$ cat src/rtl/dbnc_pkg.sv
package dbnc_pkg;
   localparam int unsigned DBNC_CNT_W = 8;
   typedef logic [DBNC_CNT_W-1:0] dbnc_cnt_t;
endpackage

$ cat src/rtl/dbnc_tick_gen.sv
module dbnc_tick_gen #(
   parameter int unsigned CLK_KHZ = 200000
) (
   input  logic clk,
   input  logic rst_n,
   output logic tick
);
   localparam int unsigned PRE_W = (CLK_KHZ > 1) ? $clog2(CLK_KHZ) : 1;
   localparam logic [PRE_W-1:0] PRE_LAST = PRE_W'(CLK_KHZ - 1);

   logic [PRE_W-1:0] pre_q;

   assign tick = (pre_q == PRE_LAST);

   always_ff @(posedge clk or negedge rst_n) begin
      if (!rst_n)    pre_q <= '0;
      else if (tick) pre_q <= '0;
      else           pre_q <= pre_q + 1'b1;
   end

   AST_PRE_RANGE: assert property (@(posedge clk) disable iff (!rst_n)
      pre_q <= PRE_LAST);

   generate
      if (CLK_KHZ > 1) begin : g_spacing
         AST_TICK_SPACING: assert property (@(posedge clk) disable iff (!rst_n)
            tick |=> !tick);
      end
   endgenerate
endmodule

$ cat src/rtl/dbnc_cfg_regs.sv
module dbnc_cfg_regs
   import dbnc_pkg::*;
#(
   parameter int unsigned NUM_PINS = 8,
   parameter int unsigned ADDR_W   = 12,
   parameter logic [ADDR_W-1:0] CNT_ADDR = 'h0F0,
   parameter logic [ADDR_W-1:0] ENA_ADDR = 'h0C0
) (
   input  logic                  clk,
   input  logic                  rst_n,
   input  logic                  cfg_we,
   input  logic [ADDR_W-1:0]     cfg_addr,
   input  logic [2*NUM_PINS-1:0] cfg_wdata,
   output logic [NUM_PINS-1:0]   pin_en,
   output dbnc_cnt_t             limit
);
   logic hit_cnt, hit_ena;

   assign hit_cnt = cfg_we && (cfg_addr == CNT_ADDR);
   assign hit_ena = cfg_we && (cfg_addr == ENA_ADDR);

   always_ff @(posedge clk or negedge rst_n) begin
      if (!rst_n)       limit <= '0;
      else if (hit_cnt) limit <= cfg_wdata[DBNC_CNT_W-1:0];
   end

   AST_LIMIT_HOLD: assert property (@(posedge clk) disable iff (!rst_n)
      !hit_cnt |=> $stable(limit));

   generate
      for (genvar i = 0; i < NUM_PINS; i++) begin : g_en
         always_ff @(posedge clk or negedge rst_n) begin
            if (!rst_n)
               pin_en[i] <= 1'b0;
            else if (hit_ena && cfg_wdata[NUM_PINS+i])
               pin_en[i] <= cfg_wdata[i];
         end

         AST_MASK_HOLD: assert property (@(posedge clk) disable iff (!rst_n)
            !(hit_ena && cfg_wdata[NUM_PINS+i]) |=> $stable(pin_en[i]));
      end
   endgenerate
endmodule

$ cat src/rtl/dbnc_pin_filter.sv
module dbnc_pin_filter
   import dbnc_pkg::*;
(
   input  logic      clk,
   input  logic      rst_n,
   input  logic      tick,
   input  logic      enable,
   input  dbnc_cnt_t limit,
   input  logic      raw,
   output logic      filt
);
   dbnc_cnt_t             run_q;
   logic                  bypass;
   logic [DBNC_CNT_W:0]   next_run;

   assign bypass   = !enable || (limit == '0);
   assign next_run = {1'b0, run_q} + {{DBNC_CNT_W{1'b0}}, 1'b1};

   always_ff @(posedge clk or negedge rst_n) begin
      if (!rst_n) begin
         filt  <= 1'b0;
         run_q <= '0;
      end else if (bypass) begin
         filt  <= raw;
         run_q <= '0;
      end else if (raw == filt) begin
         run_q <= '0;
      end else if (tick) begin
         if (next_run >= {1'b0, limit}) begin
            filt  <= raw;
            run_q <= '0;
         end else begin
            run_q <= next_run[DBNC_CNT_W-1:0];
         end
      end
   end

   AST_BYPASS_FOLLOW: assert property (@(posedge clk) disable iff (!rst_n)
      bypass |=> (filt == $past(raw)));
   AST_HOLD_BETWEEN_TICKS: assert property (@(posedge clk) disable iff (!rst_n)
      (!bypass && !tick) |=> $stable(filt));
   AST_GLITCH_RESTART: assert property (@(posedge clk) disable iff (!rst_n)
      (!bypass && (raw == filt)) |=> (run_q == '0));
endmodule

$ cat src/rtl/port_debounce.sv
module port_debounce
   import dbnc_pkg::*;
#(
   parameter int unsigned NUM_PINS = 8,
   parameter int unsigned CLK_KHZ  = 200000,
   parameter int unsigned ADDR_W   = 12,
   parameter logic [ADDR_W-1:0] CNT_ADDR = 'h0F0,
   parameter logic [ADDR_W-1:0] ENA_ADDR = 'h0C0
) (
   input  logic                  clk,
   input  logic                  rst_n,
   input  logic                  cfg_we,
   input  logic [ADDR_W-1:0]     cfg_addr,
   input  logic [2*NUM_PINS-1:0] cfg_wdata,
   input  logic [NUM_PINS-1:0]   pin_raw,
   output logic [NUM_PINS-1:0]   pin_filt
);
   localparam int unsigned DATA_W = 2 * NUM_PINS;

   generate
      if (NUM_PINS < 1)             begin : g_chk_pins  $error("NUM_PINS must be at least 1"); end
      if (DATA_W < DBNC_CNT_W)      begin : g_chk_data  $error("write data too narrow for the count"); end
      if (CLK_KHZ < 1)              begin : g_chk_clk   $error("CLK_KHZ must be at least 1"); end
      if (CNT_ADDR == ENA_ADDR)     begin : g_chk_addr  $error("register addresses must differ"); end
   endgenerate

   logic                tick;
   logic [NUM_PINS-1:0] pin_en;
   dbnc_cnt_t           limit;

   dbnc_tick_gen #(.CLK_KHZ(CLK_KHZ)) u_tick (
      .clk  (clk),
      .rst_n(rst_n),
      .tick (tick)
   );

   dbnc_cfg_regs #(
      .NUM_PINS(NUM_PINS),
      .ADDR_W  (ADDR_W),
      .CNT_ADDR(CNT_ADDR),
      .ENA_ADDR(ENA_ADDR)
   ) u_regs (
      .clk      (clk),
      .rst_n    (rst_n),
      .cfg_we   (cfg_we),
      .cfg_addr (cfg_addr),
      .cfg_wdata(cfg_wdata),
      .pin_en   (pin_en),
      .limit    (limit)
   );

   generate
      for (genvar i = 0; i < NUM_PINS; i++) begin : g_pin
         dbnc_pin_filter u_filt (
            .clk   (clk),
            .rst_n (rst_n),
            .tick  (tick),
            .enable(pin_en[i]),
            .limit (limit),
            .raw   (pin_raw[i]),
            .filt  (pin_filt[i])
         );
      end
   endgenerate
endmodule

$ cat config.mk
export PLATFORM = sky130hd
export DESIGN_NAME = port_debounce
export DESIGN_NICKNAME = d
export VERILOG_FILES = /design/src/rtl/dbnc_pkg.sv /design/src/rtl/dbnc_tick_gen.sv /design/src/rtl/dbnc_cfg_regs.sv /design/src/rtl/dbnc_pin_filter.sv /design/src/rtl/port_debounce.sv
export SDC_FILE = /design/constraint.sdc
export NUM_CORES = 1
export LEC_CHECK = 0
export BUFFER_PORTS_ARGS = -buffer_cell sky130_fd_sc_hd__buf_2
export CORE_MARGIN = 2
export CORE_UTILIZATION = 35
export DETAILED_ROUTE_END_ITERATION = 16
export SETUP_SLACK_MARGIN = 0.02
export SLEW_MARGIN = 20
export SYNTH_ARGS = -nofsm -noshare
export SYNTH_HDL_FRONTEND = slang
export SYNTH_SLANG_ARGS = --single-unit
$ cat constraint.sdc
create_clock -name clk -period 6.2 [get_ports clk]
set_input_delay 1.24 -clock clk [delete_from_list [all_inputs] [get_ports clk]]
set_output_delay 1.24 -clock clk [all_outputs]
set_load 0.03 [all_outputs]
Word-level counts from Yosys, hierarchy flattened
Index checks and enable logic that the tools add are counted.

operators by class
  $add $sub $neg = 9
  $lt $le $gt $ge = 8
  equal/unequal tests = 19
  multiplexer cells = 65
  reduce and logical (&&, ||, !) cells = 59

operator list
  kind                                                                     count
  8-bit two-way mux                                                        32
  8-bit by 1-bit adder with 9-bit output (second input constant)           8
  9-bit by 8-bit greater-or-equal comparator with 1-bit output             8
  1-bit two-way mux                                                        32
  2-bit nonzero test                                                       16
  12-bit by 8-bit equality test with 1-bit output (second input constant)  2
  3-bit AND reduction                                                      8
  3-bit nonzero test                                                       8
  18-bit by 1-bit adder with 18-bit output (second input constant)         1
  18-bit equality test (second input constant)                             1
  18-bit two-way mux                                                       1
  2-bit by 1-bit != test with 1-bit output (second input constant)         8
  1-bit logical AND                                                        10
  1-bit equality test                                                      8
  1-bit logical NOT                                                        8
  8-bit logical NOT                                                        1
  1-bit logical OR                                                         8

word-level totals
  bits in registers = 106
  input bits = 39
  output and inout port bits = 8
  word-level logic and storage cells = 186

Longest topological paths before layout
  depth in word-level cells = 6
  mapped depth = 13
  gate-level depth less buffers = 12

Cells and area by module
From an unflattened synthesis, not the netlist that was laid out.

second synthesis, totals
  cells, all modules = 931
  area, all modules = 8579.5 µm²

by module, submodules not included
  module           times used  cells each  area an instance (µm²)  sequential area each (µm²)
  dbnc_pin_filter  8           99          859.6                   225.2
  dbnc_tick_gen    1           82          890.9                   450.4
  dbnc_cfg_regs    1           57          812.0                   400.4

Worst setup path after synthesis
OpenSTA, ideal clock, no wires.

  path kind = register to register
  start point = register g_pin[5].u_filt.run_q[0]
  end point = register g_pin[5].u_filt.run_q[5]
  setup time = 0.083 ns
  data arrival time = 2.630 ns
  path slack = 3.487 ns
  stages on the path, launching flop included = 12
  period minus slack after synthesis = 2.713 ns
  cell sequence = dfrtp_1 ha_1 nand3_1 or2_2 xnor2_1 ha_1 a211oi_1 o211ai_1 a21oi_1 buf_2 nand3_1 a31oi_1

between the ends
  word-level cells in the longest chain between the ends = 6

ends and longest elaborated chain
  element                                                       RTL line               source
  start: declaration                                            dbnc_pin_filter.sv:12  dbnc_cnt_t run_q;
  start signal: assignment                                      dbnc_pin_filter.sv:33  run_q <= next_run[DBNC_CNT_W-1:0];
  8-bit by 1-bit adder with 9-bit output (*)                    dbnc_pin_filter.sv:17  assign next_run = {1'b0, run_q} + {{DBNC_CNT_W{1'b0}}, 1'b1};
  9-bit by 8-bit greater-or-equal comparator with 1-bit output  dbnc_pin_filter.sv:29  if (next_run >= {1'b0, limit}) begin
  8-bit two-way mux (*)                                         dbnc_pin_filter.sv:29
  8-bit two-way mux (*)                                         dbnc_pin_filter.sv:28  end else if (tick) begin
  8-bit two-way mux (*)                                         dbnc_pin_filter.sv:26  end else if (raw == filt) begin
  8-bit two-way mux (*)                                         dbnc_pin_filter.sv:23  end else if (bypass) begin

Mark *: on every way between the ends. The rest lies on a longest branch, timed or not. The select of a mux whose other input is x is not followed.
A chain may end at the register's enable or synchronous reset.

Final worst setup path
  start point = register g_pin[1].u_filt.run_q[0]
  end point = register g_pin[1].u_filt.filt

between the ends
  word-level cells in the longest chain between the ends = 4

ends and longest elaborated chain
  element                                                       RTL line               source
  start: declaration                                            dbnc_pin_filter.sv:12
  start signal: assignment                                      dbnc_pin_filter.sv:33
  8-bit by 1-bit adder with 9-bit output                        dbnc_pin_filter.sv:17
  9-bit by 8-bit greater-or-equal comparator with 1-bit output  dbnc_pin_filter.sv:29
  2-bit nonzero test (no line)                                  --
  3-bit AND reduction (no line)                                 --
  end signal: assignment                                        dbnc_pin_filter.sv:24  filt <= raw;
  end signal: assignment                                        dbnc_pin_filter.sv:30  filt <= raw;
  end: declaration                                              dbnc_pin_filter.sv:10  output logic filt

No other way between the ends.

==> results.md <==
- CP Data Arrival Time: around 3600 ps
- Number of ports placed on the die boundary: 47
- Period minus WS final: around 3400 ps
- Top cell type by total area after synthesis: sky130_fd_sc_hd__dfrtp_1
- Nets in the synthesized netlist: 920
- Kind of end point of the critical path: flop
- Post-cts hold buffer count: 0
- Maximum level of the CTS H-tree: 3
- Clock root cell: sky130_fd_sc_hd__clkbuf_16
- Flip-flop and latch count after synthesis: 106
- Data required, critical path: 6440 ps
- Iter 0 DRT Violations: 298
- Remaining global-route overflow: 0
- Worst IR Drop VDD: 0.118 mV
- Synthesized instance count: 808
- Via total after detailed routing: 5899
- Height of the die: 149 um
- Sequential share of the synthesized area: 0.363
- Count of max-cap constraint violations: 0
- Highest cell delay on the worst timing path: 760 ps
- YS warnings: 0
- Cell family contributing the most delay on the critical path: compound AO/OA/AOI/OAI gates
- Cts bufs inserted: 9
- Global-route wire length before repair: 29000 um
- Worst skew pair latency: 360 ps
- Setup Fix Bufs, Post-CTS: 0
- Routability congestion estimate from global placement: 0.792
- Most common library cells after synthesis: 129 x sky130_fd_sc_hd__nand2_1, 106 x sky130_fd_sc_hd__dfrtp_1, 73 x sky130_fd_sc_hd__ha_1
- DRT Wirelength: 17200 um
- P&R area growth vs syn: 10.2%
- Summed instance area of the synthesized netlist: 0.00731 mm^2
- Cell-by-cell trace of the critical path: ha_1 -> nand3_1 -> or2_2 -> xnor2_1 -> ha_1 -> a211oi_1 -> o211ai_1 -> a21oi_1 -> nor2_1 -> mux2_2
- Critical Setup Path Class: reg2reg
- Critical path's slowest cell: sky130_fd_sc_hd__a21oi_1
- Library cells used by synthesis: 54
- Chip Width: between 100 and 150 um
- Worst path buffer plus inverter count: 0
- Minimum setup slack among reg-to-reg paths: 2810 ps
- Final-layout setup total negative slack: 0 ps
- Worst max-slew margin expressed relative to the limit: 0.320
- Final worst clock skew: 10.3 ps
- Non-filler instance count after layout: roughly 1100
- Layout Utilization: 0.395
- Startpoint type of the worst setup path: flop
- Detail Route Antenna Nets: 0
- Maximum clock path buffer count: 2
- Mean Syn Cell Area: 9.05 um^2
- DP HPWL: 12100 um
- Period utilisation layout: 0.546
- Filler Cells Inserted: 2062
- Power density over cell area: 168 mW/mm^2
- Area of all placed cells without fillers: 0.00805 mm^2
- Area taken by flip-flops and latches: 0.00265 mm^2
- Share of final-layout standard cells stronger than drive strength 1: 0.130
- Pin count of the biggest net entering global routing: between 60 and 70
- Routed length per placed instance: 15.3 um
- Hold/Removal Path Class: reg2reg
- Finish-stage setup viols: 0
- Unrepaired setup endpoints after global routing: false
- Peak clock frequency supported by timing: 295 MHz
- DRC: 0
- Area enclosed by the die boundary: 0.0221 mm^2
- Total instance count after detailed placement: 1106
- Number of enable-type register cells in the synthesized netlist: 0
- Max Transition Viols Final: 0
- CTS tree: done
- Net total in the final layout: 959
- Mean number of vias per cell: 5.26
- Leakage power: 3.52 nW
- Most frequently used flop master after synthesis: sky130_fd_sc_hd__dfrtp_1
- Number of search-and-repair iterations in the first detailed-routing pass: 5
- Most common cell type on the critical path: sky130_fd_sc_hd__ha_1
- Gates resized, CTS repair: 0
- Footprint of the multi-input gates: 0.00437 mm^2
- Number of clock sinks: 106
- Pin slew with the least headroom to its limit: 1010 ps
- Via count of the first global-routing pass: ~5700
- Hold Fails Final Rpt: 0
- Share of synthesized registers carrying an async set or reset: 1.00
- Synth top area cells: sky130_fd_sc_hd__dfrtp_1 36%, sky130_fd_sc_hd__ha_1 12%, sky130_fd_sc_hd__nand2_1 6.6%, sky130_fd_sc_hd__xnor2_1 5.3%, sky130_fd_sc_hd__nand3_1 4.8%
- Effective utilization at floorplan: 0.359
- Antenna violations before repair: 0
- Post-DP Area: 0.00776 mm^2
- Most instantiated library cell after synthesis: sky130_fd_sc_hd__nand2_1
- Maximum fanout encountered on the critical timing path: 14
- Clock slew at reported path FFs: 70 ps
- Number of diodes added for antenna fixing: 0
- Run status: finished, final reports clean
- Global router's overall resource usage: 0.164
- Core Box Area: 0.0204 mm^2
- Port-buffer cells: 46
- Number of rows created at floorplan: 52
- Fraction of post-synthesis cell area in the top cell type by area: 0.363
## per-layer routing
| layer | track usage | wire length [um] |
|---|---|---|
| met1 | 0.231 | 8450 |
| met2 | 0.256 | 7730 |
| met3 | 0.0301 | 641 |
| met4 | 0.0524 | 363 |
| met5 | 0 | 0 |
## flip-flops by register name (all words and copies together), names as in the netlist
signal	cells
u_regs.limit	8
g_pin.u_filt.filt	8
u_tick.pre_q	18
g_pin.u_filt.run_q	64
u_regs.pin_en	8
## area by class of cell
cell class / instances / share of cell area
well taps: 270 / 0.0419
inverters: 29 / 0.0135
flip-flops and latches: 106 / 0.329
multi-input cells: 648 / 0.543
clock buffers: 11 / 0.0301
clock inverters: 5 / 0.00668
repair buffers: 53 / 0.0354
## layout by cell type, fill, tap and decap left out, drive strengths merged, types with 29 or more instances in the layout
| cell type | netlist | routed |
|---|---|---|
| nand2 | 130 | 130 |
| dfrtp | 106 | 106 |
| ha | 73 | 73 |
| nand3 | 70 | 70 |
| buf | 21 | 53 |
| a21oi | 47 | 47 |
| xnor2 | 44 | 44 |
| nor2 | 40 | 40 |
| inv | 29 | 29 |
| a31oi | 29 | 29 |
## power by group
part	total (mW)	switching [mW]	internal, mW
clock network	0.590	0.267	0.324
logic	0.0660	0.0454	0.0206
registers	0.697	0.00313	0.694
total	1.35	0.315	1.04
## cells by family (layout without fill, tap and decap cells)
logic type	count (synthesis)	count (layout)	synth area share
AO/OA/AOI/OAI	143	143	0.125
multiplexers	25	25	0.0385
AND/OR/NAND/NOR	338	338	0.227
XOR/XNOR	69	69	0.0827
buffers and inverters	54	98	0.0389
flip-flops	106	106	0.363
adder cells (fa/ha/maj)	73	73	0.125
## stage by stage
step | hold slack [ps] | total power, mW | setup slack, ps
2_1_floorplan | 450 | 0.740 | 3490
3_3_place_gp | 479 | 0.778 | 2910
3_5_place_dp | 482 | 0.778 | 2840
4_1_cts | 493 | 1.38 | 2790
5_1_grt | 515 | 1.41 | 2470
6_report | 492 | 1.35 | 2810
## path summary, 6_finish.rpt
check | start | to | depth (start not counted)
hold reg to reg | u_tick.pre_q[15]$_DFF_PN0_ | u_tick.pre_q[15]$_DFF_PN0_ | 1
hold / removal | u_tick.pre_q[15]$_DFF_PN0_ | u_tick.pre_q[15]$_DFF_PN0_ | 1
min in group asynchronous | rst_n | g_pin[3].u_filt.filt$_DFFE_PN0P_ | 1
max in group asynchronous | rst_n | u_regs.pin_en[3]$_DFFE_PN0P_ | 2
setup reg to reg | g_pin[1].u_filt.run_q[0]$_DFFE_PN0P_ | g_pin[1].u_filt.filt$_DFFE_PN0P_ | 10
setup / recovery | g_pin[1].u_filt.run_q[0]$_DFFE_PN0P_ | g_pin[1].u_filt.filt$_DFFE_PN0P_ | 10
(Power assumes the default switching activity.)
